$ cat config.mk
export PLATFORM = sky130hd
export DESIGN_NAME = fuse_store
export DESIGN_NICKNAME = d
export VERILOG_FILES = /design/src/rtl/fuse_store_pkg.sv /design/src/rtl/fuse_store_ctrl.sv /design/src/rtl/fuse_store_datapath.sv /design/src/rtl/fuse_store.sv
export SDC_FILE = /design/constraint.sdc
export NUM_CORES = 1
export LEC_CHECK = 0
export CAP_MARGIN = 15
export CORE_MARGIN = 1.5
export CORE_UTILIZATION = 59
export CTS_BUF_LIST = sky130_fd_sc_hd__clkbuf_8
export CTS_CLUSTER_SIZE = 40
export DETAILED_ROUTE_END_ITERATION = 6
export PLACE_DENSITY = 0.83
export SLEW_MARGIN = 20
export SYNTH_ARGS = -nofsm -noshare
export SYNTH_HDL_FRONTEND = slang
export SYNTH_HIERARCHICAL = 1
export SYNTH_SLANG_ARGS = --single-unit
$ cat constraint.sdc
create_clock -name clk -period 3.5 [get_ports clk]
set_input_delay 0.7 -clock clk [delete_from_list [all_inputs] [get_ports clk]]
set_output_delay 0.7 -clock clk [all_outputs]
set_load 0.1 [all_outputs]
$ cat src/rtl/fuse_store_pkg.sv
package fuse_store_pkg;

  typedef enum logic [1:0] {
    OP_READ  = 2'b00,
    OP_PROG  = 2'b01,
    OP_ERASE = 2'b10,
    OP_NOP   = 2'b11
  } fuseOp_e;

  typedef enum logic [2:0] {
    RG_ARRAY = 3'd0,
    RG_CTRL  = 3'd1,
    RG_USER  = 3'd2,
    RG_FACT  = 3'd3,
    RG_SEC   = 3'd4
  } fuseRegion_e;

  typedef struct packed {
    logic        rdEn;
    logic        pgmEn;
    logic        eraseEn;
    fuseRegion_e region;
  } fuseStrobe_t;

  function automatic int maxOf4(int a, int b, int c, int d);
    int m;
    m = a;
    if (b > m) m = b;
    if (c > m) m = c;
    if (d > m) m = d;
    return m;
  endfunction

endpackage

$ cat src/rtl/fuse_store_ctrl.sv
module fuse_store_ctrl
  import fuse_store_pkg::*;
(
  input  logic        clk,
  input  logic        rst,
  input  logic        reqValid,
  input  logic [1:0]  reqOp,
  input  logic [2:0]  reqRegion,
  output logic        reqReady,
  output fuseStrobe_t strobe
);

  logic readyQ;
  logic accept;

  always_ff @(posedge clk) begin
    if (rst) readyQ <= 1'b0;
    else     readyQ <= 1'b1;
  end

  assign reqReady = readyQ;
  assign accept   = reqValid & readyQ;

  always_comb begin
    strobe.rdEn    = accept && (fuseOp_e'(reqOp) == OP_READ);
    strobe.pgmEn   = accept && (fuseOp_e'(reqOp) == OP_PROG);
    strobe.eraseEn = accept && (fuseOp_e'(reqOp) == OP_ERASE);
    strobe.region  = fuseRegion_e'(reqRegion);
  end

  // once ready, stays ready
  p_ready_held_r1: assert property (@(posedge clk) disable iff (rst)
    reqReady |=> reqReady);

  // never more than one operation per cycle
  p_single_op_r1: assert property (@(posedge clk) disable iff (rst)
    $onehot0({strobe.rdEn, strobe.pgmEn, strobe.eraseEn}));

  // no strobe without a request
  p_idle_quiet_r1: assert property (@(posedge clk) disable iff (rst)
    !reqValid |-> !(strobe.rdEn || strobe.pgmEn || strobe.eraseEn));

endmodule

$ cat src/rtl/fuse_store_datapath.sv
module fuse_store_datapath
  import fuse_store_pkg::*;
#(
  parameter int                 ARRAY_BITS = 128,
  parameter int                 CTRL_BITS  = 18,
  parameter int                 USER_BITS  = 64,
  parameter int                 FACT_BITS  = 64,
  parameter logic [FACT_BITS-1:0] FACT_INIT = 64'h5A3C_9E00_1F00_A5C3,
  parameter logic [7:0]         DEV_CODE   = 8'h3A,
  parameter int                 IDX_W      = 7
) (
  input  logic             clk,
  input  logic             rst,
  input  fuseStrobe_t      strobe,
  input  logic [IDX_W-1:0] index,
  output logic             rspValid,
  output logic             rspData,
  output logic             rspProt
);

  localparam int A_IW = $clog2(ARRAY_BITS > 1 ? ARRAY_BITS : 2);
  localparam int C_IW = $clog2(CTRL_BITS  > 1 ? CTRL_BITS  : 2);
  localparam int U_IW = $clog2(USER_BITS  > 1 ? USER_BITS  : 2);
  localparam int F_IW = $clog2(FACT_BITS  > 1 ? FACT_BITS  : 2);
  localparam logic [FACT_BITS-1:0] CODE_MASK = FACT_BITS'(8'hFF) << 16;
  localparam logic [FACT_BITS-1:0] FACT_WORD =
    (FACT_INIT & ~CODE_MASK) | (FACT_BITS'(DEV_CODE) << 16);

  logic [ARRAY_BITS-1:0] arrayQ;
  logic [CTRL_BITS-1:0]  ctrlQ;
  logic [USER_BITS-1:0]  userQ;
  logic                  secureQ;   // 0 = protection active

  logic inArray, inCtrl, inUser, inFact, inSec;
  logic rdBit, blocked;

  assign inArray = int'(index) < ARRAY_BITS;
  assign inCtrl  = int'(index) < CTRL_BITS;
  assign inUser  = int'(index) < USER_BITS;
  assign inFact  = int'(index) < FACT_BITS;
  assign inSec   = (index == '0);

  // Storage: program clears one bit, erase fills the erasable targets
  always_ff @(posedge clk) begin
    if (rst || strobe.eraseEn) begin
      arrayQ  <= '1;
      ctrlQ   <= '1;
      userQ   <= '1;
      secureQ <= 1'b1;
    end else if (strobe.pgmEn) begin
      unique case (strobe.region)
        RG_ARRAY: if (inArray) arrayQ[index[A_IW-1:0]] <= 1'b0;
        RG_CTRL:  if (inCtrl)  ctrlQ[index[C_IW-1:0]]  <= 1'b0;
        RG_USER:  if (inUser)  userQ[index[U_IW-1:0]]  <= 1'b0;
        RG_SEC:   if (inSec)   secureQ                 <= 1'b0;
        default: ;
      endcase
    end
  end

  // Read selection with array masking
  always_comb begin
    rdBit   = 1'b1;
    blocked = 1'b0;
    unique case (strobe.region)
      RG_ARRAY: begin
        if (inArray) rdBit = arrayQ[index[A_IW-1:0]];
        if (!secureQ) begin
          rdBit   = 1'b1;
          blocked = 1'b1;
        end
      end
      RG_CTRL: if (inCtrl) rdBit = ctrlQ[index[C_IW-1:0]];
      RG_USER: if (inUser) rdBit = userQ[index[U_IW-1:0]];
      RG_FACT: if (inFact) rdBit = FACT_WORD[index[F_IW-1:0]];
      RG_SEC:  if (inSec)  rdBit = secureQ;
      default: ;
    endcase
  end

  always_ff @(posedge clk) begin
    if (rst) begin
      rspValid <= 1'b0;
      rspData  <= 1'b0;
      rspProt  <= 1'b0;
    end else begin
      rspValid <= strobe.rdEn;
      rspData  <= strobe.rdEn ? rdBit : 1'b0;
      rspProt  <= strobe.rdEn & blocked;
    end
  end

  // a response follows each accepted read and nothing else
  p_rsp_follows_r2: assert property (@(posedge clk) disable iff (rst)
    strobe.rdEn |=> rspValid);
  p_rsp_quiet_r2: assert property (@(posedge clk) disable iff (rst)
    !strobe.rdEn |=> !rspValid);

  // without an erase no stored bit rises
  p_one_way_r3: assert property (@(posedge clk) disable iff (rst)
    !strobe.eraseEn |=> (((arrayQ & ~$past(arrayQ)) == '0) &&
                         ((ctrlQ  & ~$past(ctrlQ))  == '0) &&
                         ((userQ  & ~$past(userQ))  == '0)));

  // erase leaves every erasable bit at 1
  p_erase_fills_r4: assert property (@(posedge clk) disable iff (rst)
    strobe.eraseEn |=> (&arrayQ && &ctrlQ && &userQ && secureQ));

  // active protection persists until an erase
  p_lock_sticky_r6: assert property (@(posedge clk) disable iff (rst)
    (!secureQ && !strobe.eraseEn) |=> !secureQ);

  // protected array reads are masked and flagged
  p_mask_r7: assert property (@(posedge clk) disable iff (rst)
    (strobe.rdEn && strobe.region == RG_ARRAY && !secureQ)
      |=> (rspValid && rspProt && rspData));
  p_prot_with_rsp_r7: assert property (@(posedge clk) disable iff (rst)
    rspProt |-> rspValid);

  // other targets are never flagged
  p_open_read_r8: assert property (@(posedge clk) disable iff (rst)
    (strobe.rdEn && strobe.region != RG_ARRAY) |=> !rspProt);

endmodule

$ cat src/rtl/fuse_store.sv
module fuse_store
  import fuse_store_pkg::*;
#(
  parameter int                   ARRAY_BITS = 128,
  parameter int                   CTRL_BITS  = 18,
  parameter int                   USER_BITS  = 64,
  parameter int                   FACT_BITS  = 64,
  parameter logic [FACT_BITS-1:0] FACT_INIT  = 64'h5A3C_9E00_1F00_A5C3,
  parameter logic [7:0]           DEV_CODE   = 8'h3A,
  localparam int IDX_W = $clog2(maxOf4(ARRAY_BITS, CTRL_BITS, USER_BITS, FACT_BITS))
) (
  input  logic             clk,
  input  logic             rst,
  input  logic             reqValid,
  output logic             reqReady,
  input  logic [1:0]       reqOp,
  input  logic [2:0]       reqRegion,
  input  logic [IDX_W-1:0] reqIndex,
  output logic             rspValid,
  output logic             rspData,
  output logic             rspProt
);

  fuseStrobe_t strobe;

  fuse_store_ctrl i_ctrl (
    .clk       (clk),
    .rst       (rst),
    .reqValid  (reqValid),
    .reqOp     (reqOp),
    .reqRegion (reqRegion),
    .reqReady  (reqReady),
    .strobe    (strobe)
  );

  fuse_store_datapath #(
    .ARRAY_BITS (ARRAY_BITS),
    .CTRL_BITS  (CTRL_BITS),
    .USER_BITS  (USER_BITS),
    .FACT_BITS  (FACT_BITS),
    .FACT_INIT  (FACT_INIT),
    .DEV_CODE   (DEV_CODE),
    .IDX_W      (IDX_W)
  ) i_datapath (
    .clk      (clk),
    .rst      (rst),
    .strobe   (strobe),
    .index    (reqIndex),
    .rspValid (rspValid),
    .rspData  (rspData),
    .rspProt  (rspProt)
  );

endmodule

==> results.md <==
- Post-synthesis cell type count: 54
- Cts hold-fix bufs: 0
- Vias in the first global route: 7293
- Tcrit/Tclk final: 76.6%
- Synth warn: 6
- Clock Tree Buf Depth: 3
- Worst R2R Path Depth: 6
- Setup crit start kind: flip-flop
- Synth Cell Area: 9140 µm²
- Leak pwr: 3.57 nW
- Ports: 19
- Gr ovfl total: 0
- Critical Path, Cell by Cell: clkdlybuf4s50_1
- Clk_lat worst skew: 0.50 ns
- Multi-input gate area: 4430 µm²
- Area Overhead vs Synth: 10.4%
- Reg clk slew, reported paths: 0.06 ns
- RSZ-0062 raised after global routing: no
- WP data required: 2.80 ns
- Min Tclk post-route: 2.68 ns
- Clock Skews: 0.00736 ns
- Max-cap violations: 0
- TritonRoute pass-1 iters: 5
- WP buf/inv: 1
- Worst Path Max Fanout: 4
- Ys async rst share: 0%
- Routed vias/inst: 6.17
- DRC: 0
- CTS Buf Count: 35
- Post-CTS setup buffer count: 0
- Core footprint: 15100 µm²
- Crit path kind: reg -> out
- Detailed-placement wirelength estimate: 15300 µm
- Max Clock Freq: 373 MHz
- Status: completed
- Largest net degree at the start of global routing: 87
- Register Area: 4300 µm²
- Commonest non-fill, non-tap cells in the layout: 304 x nand2_1, 215 x dfxtp_1, 198 x o21ai_0, 41 x clkbuf_8, 35 x mux4_2
- Die area: 16200 µm²
- Most common cell after layout, fill and taps aside: nand2_1
- Routed wire per std cell: 19.0 µm
- Root Driver: clkbuf_8
- Hold WC Path Type: reg -> reg
- Final instance area: 10100 µm²
- Final setup vio count: 0
- Critical path's top delay family: buffers and inverters
- Setup crit end kind: primary output
- Initial antenna violation count: 0
- Sequential share of the synthesized area: 47.1%
- Num rows: 45
- Hold path depth: 2
- Antenna-violating nets left: 0
- PD cells: 478 nW/µm²
- CP max stage cell: clkdlybuf4s50_1
- Vias post-DR: 7632
- Synth Flop Type: dfxtp_1
- Worst path arrival time: 1.98 ns
- First-pass GRT wire length: 37800 µm
- Fin util: 66.6%
- Vert. Die Dim: 127 µm
- # diodes: 0
- Post-synth EDFFs: 0
- Fillcell total: 1207
- CTS sink count: 215
- Total Wirelength: 23500 µm
- Crit. path cell count: 1
- Setup TNS: 0 ns
- Initial core utilization: 60.3%
- Average cell area after synthesis: 8.90 µm²
- Final hold viol count: 0
- Die width: 127 µm
- DR iter-0 viols: 822
- Post-synthesis net count: 1051
- Gate Count Post-Synth: 1026
- Port-buffer cells: 18
- Overall Power: 0.00482 W
- Post-CTS sizing: 0
- CTS tree: done
- Max-slew violation count: 0
- Layout cells sized above 1: 12.3%
- Yosys reg bits: 215
- Worst vdd ir: 0.309 mV
- Rel. slew slack: 35.5%
- Largest stage delay, worst path: 1.14 ns
- Final RePlAce weighted congestion: 0.922
- Total global routing track utilization: 29.4%
- Worst Tran Pin Value: 0.965 ns
- H-tree depth: 2
- Dpl cell area: 9430 µm²
- Final Net Count: 1055
-- cell usage after synthesis, types with 5 or more instances --
cell type | n | share of area, %
a21o_1 | 6 | 0.49
a21oi_1 | 5 | 0.27
buf_2 | 10 | 0.55
buf_4 | 9 | 0.74
clkbuf_1 | 53 | 2.2
dfxtp_1 | 215 | 47
ha_1 | 10 | 1.4
inv_1 | 7 | 0.29
mux2_2 | 6 | 0.74
mux2i_1 | 25 | 2.7
mux4_1 | 6 | 1.7
mux4_2 | 35 | 8.6
nand2_1 | 305 | 13
nand2b_1 | 5 | 0.34
nand3_1 | 18 | 0.99
nor2_1 | 18 | 0.74
nor2b_1 | 10 | 0.68
nor3_1 | 9 | 0.49
nor4_1 | 5 | 0.34
o21ai_0 | 198 | 11
o31ai_1 | 7 | 0.58
-- per-stage QoR --
step | instances | worst slack [ns] | hold slack (ns)
2_1_floorplan | 1026 | 0.760 | 0.417
3_3_place_gp | 1181 | 0.437 | 0.428
3_5_place_dp | 1181 | 0.362 | 0.432
4_1_cts | 1237 | 0.795 | 0.444
5_1_grt | 1237 | 0.767 | 0.447
6_report | 1237 | 0.818 | 0.439
-- cell type report --
| class | count | area share (%) |
|---|---|---|
| Inverter | 9 | 0.335 |
| Clock buffer | 41 | 5.59 |
| Clock inverter | 15 | 0.881 |
| Sequential cell | 215 | 42.7 |
| Multi-Input combinational cell | 722 | 43.9 |
| Timing Repair Buffer | 47 | 4.32 |
| Tap cell | 188 | 2.33 |
-- flip-flops by register name, indices dropped and copies added (netlist names) --
signal	cells
i_datapath/userQ	64
i_datapath/rspValid	1
i_datapath/ctrlQ	18
i_datapath/rspProt	1
i_datapath/secureQ	1
i_ctrl/reqReady	1
i_datapath/arrayQ	128
i_datapath/rspData	1
-- path summary, 6_finish.rpt --
check | startpoint | endpoint | slack (ns)
max | i_ctrl/reqReady | reqReady | 0.82
min | i_datapath/ctrlQ[10] | i_datapath/ctrlQ[10] | 0.44
max reg2reg | i_datapath/userQ[20] | i_datapath/rspData | 1.56
min reg2reg | i_datapath/ctrlQ[10] | i_datapath/ctrlQ[10] | 0.44
-- report_power, final --
part	switching, W	leakage [nW]	total, W	internal (W)
clock network	0.000932	0.375	0.00206	0.00113
logic	0.000208	1.46	0.000311	0.000103
registers	0.000000702	1.74	0.00245	0.00245
total	0.00114	3.57	0.00482	0.00368
-- cell families after synthesis --
kind of cell               count (synthesis)  share of synthesized area, %
DFF                                      215                          47.1
buffers and inverters                     89                          4.67
muxes                                     72                          13.8
AOI/OAI and AO/OA                        247                          15.0
xor gates and xnor gates                   1                        0.0959
adders and majority gates                 10                          1.37
and+or+nand+nor                          392                          17.9
-- routing by layer --
metal	part of all wire [%]	GRT usage (%)
met4	3.1	11.5
met1	42	40.1
met2	46	46.8
met3	8.3	5.03
met5	0	0
Note: power is estimated with default switching activity, not from simulation.
